--- src/rtl/pipe_sram_pkg.sv ---
package pipe_sram_pkg;
  typedef struct packed {
    logic step;
    logic readNow;
    logic writeNow;
    logic forward;
  } sramStrobe_t;
endpackage

--- src/rtl/pipe_sram_ctrl.sv ---
module pipe_sram_ctrl
  import pipe_sram_pkg::*;
#(
  parameter int ADDR_W = 8,
  parameter int LANES  = 2
) (
  input  logic              clk,
  input  logic              rstN,
  input  logic              clkEnB,
  input  logic              chipSel0N,
  input  logic              chipSel1N,
  input  logic              chipSel2,
  input  logic              isRead,
  input  logic              advance,
  input  logic              orderLinear,
  input  logic [LANES-1:0]  laneWrN,
  input  logic [ADDR_W-1:0] addr,
  output sramStrobe_t       stb,
  output logic [ADDR_W-1:0] readAddr,
  output logic [ADDR_W-1:0] writeAddr,
  output logic [LANES-1:0]  writeMask,
  output logic              driveValid
);
  localparam int HI_W = ADDR_W - 2;

  logic              burstActive, burstRead, burstLinear;
  logic [ADDR_W-1:0] baseAddr;
  logic [1:0]        cnt;
  logic              s1Valid, s1Read, s2Valid, s2Read;
  logic [ADDR_W-1:0] s1Addr, s2Addr;
  logic [LANES-1:0]  s1MaskN, s2MaskN;

  logic              step, allSel, loadCmd, advCmd, issueValid, issueRead, issueLinear;
  logic [1:0]        nextCnt, issueLow;
  logic [ADDR_W-1:0] issueBase, issueAddr;

  always_comb begin
    step        = !clkEnB;
    allSel      = !chipSel0N && !chipSel1N && chipSel2;
    loadCmd     = !advance && allSel;
    advCmd      = advance && burstActive;
    issueValid  = loadCmd || advCmd;
    issueRead   = loadCmd ? isRead : burstRead;
    issueLinear = loadCmd ? orderLinear : burstLinear;
    issueBase   = loadCmd ? addr : baseAddr;
    nextCnt     = advCmd ? cnt + 2'd1 : 2'd0;
    issueLow    = issueLinear ? issueBase[1:0] + nextCnt : issueBase[1:0] ^ nextCnt;
    issueAddr   = {issueBase[ADDR_W-1 -: HI_W], issueLow};
  end

  // burst state
  always_ff @(posedge clk or negedge rstN) begin
    if (!rstN) begin
      burstActive <= 1'b0;
      burstRead   <= 1'b0;
      burstLinear <= 1'b0;
      baseAddr    <= '0;
      cnt         <= 2'd0;
    end else if (step) begin
      if (!advance) begin
        burstActive <= allSel;
        burstRead   <= isRead;
        burstLinear <= orderLinear;
        baseAddr    <= addr;
        cnt         <= 2'd0;
      end else if (burstActive) begin
        cnt <= cnt + 2'd1;
      end
    end
  end

  // two-stage command pipeline
  always_ff @(posedge clk or negedge rstN) begin
    if (!rstN) begin
      s1Valid <= 1'b0;
      s1Read  <= 1'b0;
      s1Addr  <= '0;
      s1MaskN <= '1;
      s2Valid <= 1'b0;
      s2Read  <= 1'b0;
      s2Addr  <= '0;
      s2MaskN <= '1;
    end else if (step) begin
      s1Valid <= issueValid;
      s1Read  <= issueRead;
      s1Addr  <= issueAddr;
      s1MaskN <= laneWrN;
      s2Valid <= s1Valid;
      s2Read  <= s1Read;
      s2Addr  <= s1Addr;
      s2MaskN <= s1MaskN;
    end
  end

  always_comb begin
    stb.step     = step;
    stb.readNow  = s1Valid && s1Read;
    stb.writeNow = s2Valid && !s2Read;
    stb.forward  = stb.readNow && stb.writeNow && (s1Addr == s2Addr);
    readAddr     = s1Addr;
    writeAddr    = s2Addr;
    writeMask    = ~s2MaskN;
    driveValid   = s2Valid && s2Read;
  end

  assert_load_R1: assert property (@(posedge clk) disable iff (!rstN)
    (!clkEnB && !advance && allSel && isRead) |=> (s1Valid && s1Read && s1Addr == $past(addr)));

  assert_hold_R3: assert property (@(posedge clk) disable iff (!rstN)
    clkEnB |=> ($stable(s1Valid) && $stable(s2Valid) && $stable(s2Addr) && $stable(cnt)));

  assert_deselect_R4: assert property (@(posedge clk) disable iff (!rstN)
    (!clkEnB && !advance && !allSel) |=> !s1Valid);

  assert_burst_step_R7: assert property (@(posedge clk) disable iff (!rstN)
    (!clkEnB && advance && burstActive) |=> (cnt == $past(cnt) + 2'd1));
endmodule

--- src/rtl/pipe_sram_data.sv ---
module pipe_sram_data
  import pipe_sram_pkg::*;
#(
  parameter int ADDR_W = 8,
  parameter int LANE_W = 9,
  parameter int LANES  = 2
) (
  input  logic                    clk,
  input  logic                    rstN,
  input  sramStrobe_t             stb,
  input  logic [ADDR_W-1:0]       readAddr,
  input  logic [ADDR_W-1:0]       writeAddr,
  input  logic [LANES-1:0]        writeMask,
  input  logic [LANE_W*LANES-1:0] dIn,
  output logic [LANE_W*LANES-1:0] dOut
);
  localparam int DEPTH = 1 << ADDR_W;

  for (genvar i = 0; i < LANES; i++) begin : gLane
    logic [LANE_W-1:0] laneMem [DEPTH];
    logic [LANE_W-1:0] rdLane;
    logic [LANE_W-1:0] inLane;

    assign inLane = dIn[i*LANE_W +: LANE_W];

    always_ff @(posedge clk) begin
      if (stb.step && stb.writeNow && writeMask[i]) laneMem[writeAddr] <= inLane;
    end

    always_ff @(posedge clk or negedge rstN) begin
      if (!rstN) rdLane <= '0;
      else if (stb.step && stb.readNow)
        rdLane <= (stb.forward && writeMask[i]) ? inLane : laneMem[readAddr];
    end

    assign dOut[i*LANE_W +: LANE_W] = rdLane;
  end

  assert_forward_R11: assert property (@(posedge clk) disable iff (!rstN)
    stb.forward |-> (stb.readNow && stb.writeNow && readAddr == writeAddr));
endmodule

--- src/rtl/pipe_sram.sv ---
module pipe_sram
  import pipe_sram_pkg::*;
#(
  parameter int ADDR_W = 8,
  parameter int LANE_W = 9,
  parameter int LANES  = 2,
  localparam int DATA_W = LANE_W * LANES
) (
  input  logic              clk,
  input  logic              rstN,
  input  logic              clkEnB,
  input  logic              chipSel0N,
  input  logic              chipSel1N,
  input  logic              chipSel2,
  input  logic              isRead,
  input  logic              advance,
  input  logic              orderLinear,
  input  logic [LANES-1:0]  laneWrN,
  input  logic [ADDR_W-1:0] addr,
  input  logic              outEnN,
  input  logic [DATA_W-1:0] dIn,
  output logic [DATA_W-1:0] dOut,
  output logic              dDrive
);
  sramStrobe_t       stb;
  logic [ADDR_W-1:0] readAddr, writeAddr;
  logic [LANES-1:0]  writeMask;
  logic              driveValid;

  pipe_sram_ctrl #(.ADDR_W(ADDR_W), .LANES(LANES)) uCtrl (
    .clk(clk), .rstN(rstN), .clkEnB(clkEnB),
    .chipSel0N(chipSel0N), .chipSel1N(chipSel1N), .chipSel2(chipSel2),
    .isRead(isRead), .advance(advance), .orderLinear(orderLinear),
    .laneWrN(laneWrN), .addr(addr), .stb(stb),
    .readAddr(readAddr), .writeAddr(writeAddr), .writeMask(writeMask),
    .driveValid(driveValid)
  );

  pipe_sram_data #(.ADDR_W(ADDR_W), .LANE_W(LANE_W), .LANES(LANES)) uData (
    .clk(clk), .rstN(rstN), .stb(stb),
    .readAddr(readAddr), .writeAddr(writeAddr), .writeMask(writeMask),
    .dIn(dIn), .dOut(dOut)
  );

  assign dDrive = driveValid && !outEnN;

  assert_oe_off_R10: assert property (@(posedge clk) disable iff (!rstN)
    outEnN |-> !dDrive);
endmodule

--- config.mk ---
export PLATFORM = sky130hd
export DESIGN_NAME = pipe_sram
export DESIGN_NICKNAME = d
export VERILOG_FILES = /design/src/rtl/pipe_sram_pkg.sv /design/src/rtl/pipe_sram_ctrl.sv /design/src/rtl/pipe_sram_data.sv /design/src/rtl/pipe_sram.sv
export SDC_FILE = /design/constraint.sdc
export NUM_CORES = 2
export LEC_CHECK = 0
export ABC_CLOCK_PERIOD_IN_PS = 4500
export BUFFER_PORTS_ARGS = -buffer_cell sky130_fd_sc_hd__buf_2
export CAP_MARGIN = 20
export CORE_ASPECT_RATIO = 0.9
export CORE_MARGIN = 4
export CORE_UTILIZATION = 60
export DETAILED_ROUTE_END_ITERATION = 12
export PLACE_DENSITY = 0.76
export SKIP_LAST_GASP = 1
export SYNTH_ARGS = -nofsm -noshare
export SYNTH_HDL_FRONTEND = slang
export SYNTH_HIERARCHICAL = 1
export SYNTH_MEMORY_MAX_BITS = 65536
export SYNTH_SLANG_ARGS = --single-unit
--- constraint.sdc ---
create_clock -name clk -period 4.5 [get_ports clk]
set_clock_uncertainty 0.05 [all_clocks]
set_input_delay 1.35 -clock clk [delete_from_list [all_inputs] [get_ports clk]]
set_output_delay 1.35 -clock clk [all_outputs]
set_load 0.005 [all_outputs]
Yosys cells after proc, flatten, opt, wreduce, memory -nomap -nowiden --
Memory sizes are Yosys's and may differ from the RTL's. A register that Yosys moved wholly into a read port is not among the register bits. Cells that the tools add are included.
Cells by class: $add $sub $neg 2, equal/unequal tests 1, multiplexer cells 11, bitwise logic cells 4, reduce and logical (&&, ||, !) cells 23
Operators by type and width (number):
- $logic_and A1 B1 Y1 | 12
- $logic_not A1 Y1 | 8
- $mux W2 | 4
- $mux W8 | 1
- $mux W1 | 6
- $reduce_and A2 Y1 | 2
- $add A2 B1 Y2 const B | 1
- $add A2 B2 Y2 | 1
- $ne A2 B1 Y1 const B | 1
- $not A1 Y1 | 2
- $not A2 Y2 | 1
- $xor A2 B2 Y2 | 1
- $logic_or A1 B1 Y1 | 1
Word-level totals: flip-flop bits (word level) 37, bits in writable memories 4608, input port bits 38, output and inout bits 19, logic and storage cells 56, memories kept 2
Memory list:
- uData.gLane[0].laneMem | depth 256, bits a word 9, read ports 1, clocked after memory_dff 1, wr ports 1, line pipe_sram_data.sv:20 | logic [LANE_W-1:0] laneMem [DEPTH];
- uData.gLane[1].laneMem | depth 256, bits a word 9, read ports 1, clocked after memory_dff 1, wr ports 1, line pipe_sram_data.sv:20

Depth between registers and ports, before layout --
word-level depth 7, gate-level depth with buffers 13, mapped depth without buffers 7

Modules after synthesis --
The synthesis kept the hierarchy.
Modules (own cells, without submodules):
- pipe_sram_data | times used 1, cells each 8473, area each 179209.4 um2
- pipe_sram_ctrl | times used 1, cells each 136, area each 1699.1 um2
- pipe_sram | times used 1, cells each 1, area each 13.8 um2

Worst setup path before layout --
No wires, ideal clock.
path type input-to-reg, start point input port clkEnB, end point memory uData.gLane[1].laneMem[176][0] (enable), setup time 0.374 ns, data arrival time 3.328 ns, slack 0.747 ns, stages 9, buffers on the path 5, path through buf_1 inv_1 buf_4 and3_1 clkbuf_1 clkbuf_1 nand4_1 clkbuf_1 nor2_1
Between the ends: cells in the longest elaborated chain, start to end 5
Ends and longest elaborated chain:
- start, declared | line pipe_sram.sv:11 | input logic clkEnB,
- $logic_not A1 Y1 | line pipe_sram_ctrl.sv:38 | step = !clkEnB;
- via uCtrl.step | line pipe_sram_ctrl.sv:33 | logic step, allSel, loadCmd, advCmd, issueValid, issueRead, issueLinear;
- $logic_and A1 B1 Y1 (2 in a row) | line pipe_sram_data.sv:27 | if (stb.step && stb.writeNow && writeMask[i]) laneMem[writeAddr] <= inLane;
- $mux W1 | line pipe_sram_data.sv:27
- $mux W1 (implied by the code) | line pipe_sram_data.sv:27
- end, declared | line pipe_sram_data.sv:20
The timed path passes the listed nets, and every way through them passes these cells.

==> flow_summary.yaml <==
setup_path:
  endpoint: "uData/gLane[1].rdLane[6]$_DFFE_PN0P_"
  criticalPathCategory: "reg -> reg"
  critPathArrivalTime_ns: 4.93
  crit_cells: 8
  reg2reg_depth: 8
  slowest_stage: "nor4_1"
  cp-startpoint: "uCtrl/readAddr[0]$_DFFE_PN0N_"
  path_buf_inv: 2
  path_delay_family: "simple AND/OR/NAND/NOR gates"
  r2r_start: "uCtrl/readAddr[0]$_DFFE_PN0N_"
  crit_required_ns: 5.25
  path_cells: "buf_4 -> buf_12 -> mux4_2 -> o22ai_1 -> nor3_1 -> nor4_1 -> or4_1 -> o21ai_1"
  r2r_setup_slack_ns: 0.32
  cp-end-kind: "flop"
  reg2reg_to: "uData/gLane[1].rdLane[6]$_DFFE_PN0P_"
  crit_fanout: 49
  critPathLaunchType: "flop"
  critPathMaxStageDelay_ns: 0.95
logic_synthesis:
  synthTopCellsByCount: "edfxtp_1, mux4_2, mux2i_1"
  syn_area_per_cell_um2: 21.0
  synth_ff_type: "edfxtp_1"
  synthCells: 8610
  yosysWarnings: 6
  synth_seq_cells: 4663
  ys_seq_area_share_pct: 77.2
  syn_area_um2: 181000
  synth_fp_nets: 8649
  synth_enable_flop_cells: 4608
  synth_most_common_cell: "edfxtp_1"
  async_flop_share_pct: 1.18
  synth_top_area_share_pct: 76.5
  synthDistinctLibCells: 71
  ys_top_cells_by_area: "edfxtp_1, mux4_2, mux2i_1"
  synth_area_leader_cell: "edfxtp_1"
drt:
  drtIter0Drc: 15200
  drtAntennaViolNets: 0
  drt-pass1-iter-count: 6
  totalWireLength_um: 475000
  avgViaCountPerCell: 6.90
  routedWlPerCell_um: 34.6
  vias: 94900
  drc: 0
clock_network:
  htree_levels: 5
  root_buffer: "clkbuf_16"
  hold_buffers: 0
  cts_buffers: 436
  clockBufferDepth: 4
  clk-insertion-delay-late_ns: 0.94
  cts_tree: "built"
  cts_resized: 0
  cts_setup_buffers: 0
  path_clk_slew_ns: 0.07
  cts_sinks: 4663
pwr:
  p_leak_nw: 65.5
  power.density_nw_per_um2: 482
  peakVddDrop_mv: 0.402
  power_mw: 98.7
sta:
  fmax_ghz: 0.239
  setup_viol_count_final: 0
  tns_ns: 0
  post-route-period-util_pct: 93.0
  max_slew_margin_pct: 8.59
  hold_viol: 0
  worst_slew_pin_slew_ns: 1.37
  min_period_ns: 4.18
  rsz0062_at_grt: "false"
  drv_slew: 0
layout:
  fin_nets: 9470
  synthToLayoutAreaGrowth_pct: 13.1
  drive_gt1_share_pct: 26.3
  fin_util_pct: 68.4
  stdcell_area_um2: 205000
outcome:
  status: "completed"
floorplan:
  row_count: 190
  fp.dieW_um: 587
  io_pins: 57
  initial_utilization_pct: 60.5
  dieArea_um2: 310000
  die_y_um: 529
  core-area_um2: 299000
global_routing:
  grt_overflow: 0
  grt_max_degree: 148
  grt_pass1_vias: 94100
  antenna_found_initial: 21
  grt_pass1_wl_um: 686000
  grt_usage_pct: 30.6
placement:
  placed_area_um2: 191000
  hpwl_um: 287000
  routabilityCongestion: 0.923
  portBuffers: 56
worst_hold_path:
  min_path_type: "in -> async"
job:
  drv_cap: 0
## worst reg2reg max path, stage by stage (launching register included)
cell and delay (ns):
dfrtp_4 0.79, buf_4 0.42, buf_12 0.41, mux4_2 0.60, o22ai_1 0.23, nor3_1 0.14, nor4_1 0.95, or4_1 0.36
o21ai_1 0.09
## cell usage in the layout, fill, tap and decap left out, drive strengths merged, types with 22 or more instances in the layout
| cell | instances |
|---|---|
| nand2 | 121 |
| nand4 | 53 |
| o22ai | 182 |
| and2 | 22 |
| clkbuf | 563 |
| nor3 | 119 |
| edfxtp | 4608 |
| o221ai | 46 |
| o21ai | 38 |
| a21oi | 66 |
| nand3 | 57 |
| mux2 | 31 |
| a22oi | 266 |
| mux4 | 927 |
| bufinv | 45 |
| nor2 | 586 |
| dfrtp | 51 |
| mux2i | 629 |
| nor4 | 35 |
| clkinv | 181 |
| a211oi | 40 |
| buf | 889 |
## sequential cells by signal, indices dropped and copies added, names as in the netlist, 2 cells and up
signal and cells:
uData/gLane.laneMem 4608, uData/gLane.rdLane 18, uCtrl/baseAddr 8, uCtrl/readAddr 8
uCtrl/writeAddr 8, uCtrl/cnt 2, uCtrl/s1MaskN 2, uCtrl/s2MaskN 2
## per-layer routing
layer  wire length, um  global-route usage, %  share of wire [%]
met1            167000                   43.0                 35
met2            220000                   46.3                 46
met3             66100                   8.70                 14
met4             22200                   12.0                4.7
met5               112                      0              0.024
## worst min-delay path by stage
stage | slack (ns) | depth (start not counted) | end | start
5_1_grt | 0.19 | 1 | uCtrl/s1Read$_DFFE_PN0N_ | rstN
3_5_place_dp | 0.45 | 1 | uCtrl/baseAddr[1]$_DFFE_PN0P_ | uCtrl/baseAddr[1]$_DFFE_PN0P_
4_1_cts | 0.46 | 1 | uCtrl/baseAddr[4]$_DFFE_PN0P_ | uCtrl/baseAddr[4]$_DFFE_PN0P_
3_3_place_gp | 0.44 | 1 | uCtrl/baseAddr[0]$_DFFE_PN0P_ | uCtrl/baseAddr[0]$_DFFE_PN0P_
2_1_floorplan | 0.41 | 2 | uCtrl/s1Read$_DFFE_PN0N_ | uCtrl/s1Read$_DFFE_PN0N_
6_report | 0.23 | 1 | uCtrl/s2Valid$_DFFE_PN0N_ | rstN
## area by class of cell
cell class                      instances  area [um2]
Sequential cell                      4663      140000
Tap cell                             3936        4920
Multi-Input combinational cell       3412       38100
Inverter                               10        37.5
Timing Repair Buffer                  908        7740
Clock buffer                          544       11600
Fill cell                           17500       94400
Clock inverter                        252        2460
Antenna cell                           19        47.5
## logic make-up after synthesis
family	share of synthesized area, %
AO/OA/AOI/OAI	2.91
flip-flops	77.2
adder cells (fa/ha/maj)	0.00691
multiplexers	15.2
AND/OR/NAND/NOR	2.77
buffers and inverters	1.81
XOR/XNOR	0.0484
## where the power goes
part | internal [mW] | switching (mW) | total [mW]
sequential | 47.9 | 0.558 | 48.4
clock | 20.8 | 15.7 | 36.5
combinational | 5.49 | 8.31 | 13.8
total | 74.2 | 24.6 | 98.7
## through the flow
step	std cells	hold slack (ns)	worst slack (ns)
floorplan	8610	0.409	0.747
global placement	12900	0.437	0.572
detailed placement	12900	0.448	0.514
CTS	13700	0.463	0.474
global route	13700	0.194	0.296
finish	13700	0.226	0.315
(Power assumes the default switching activity.)
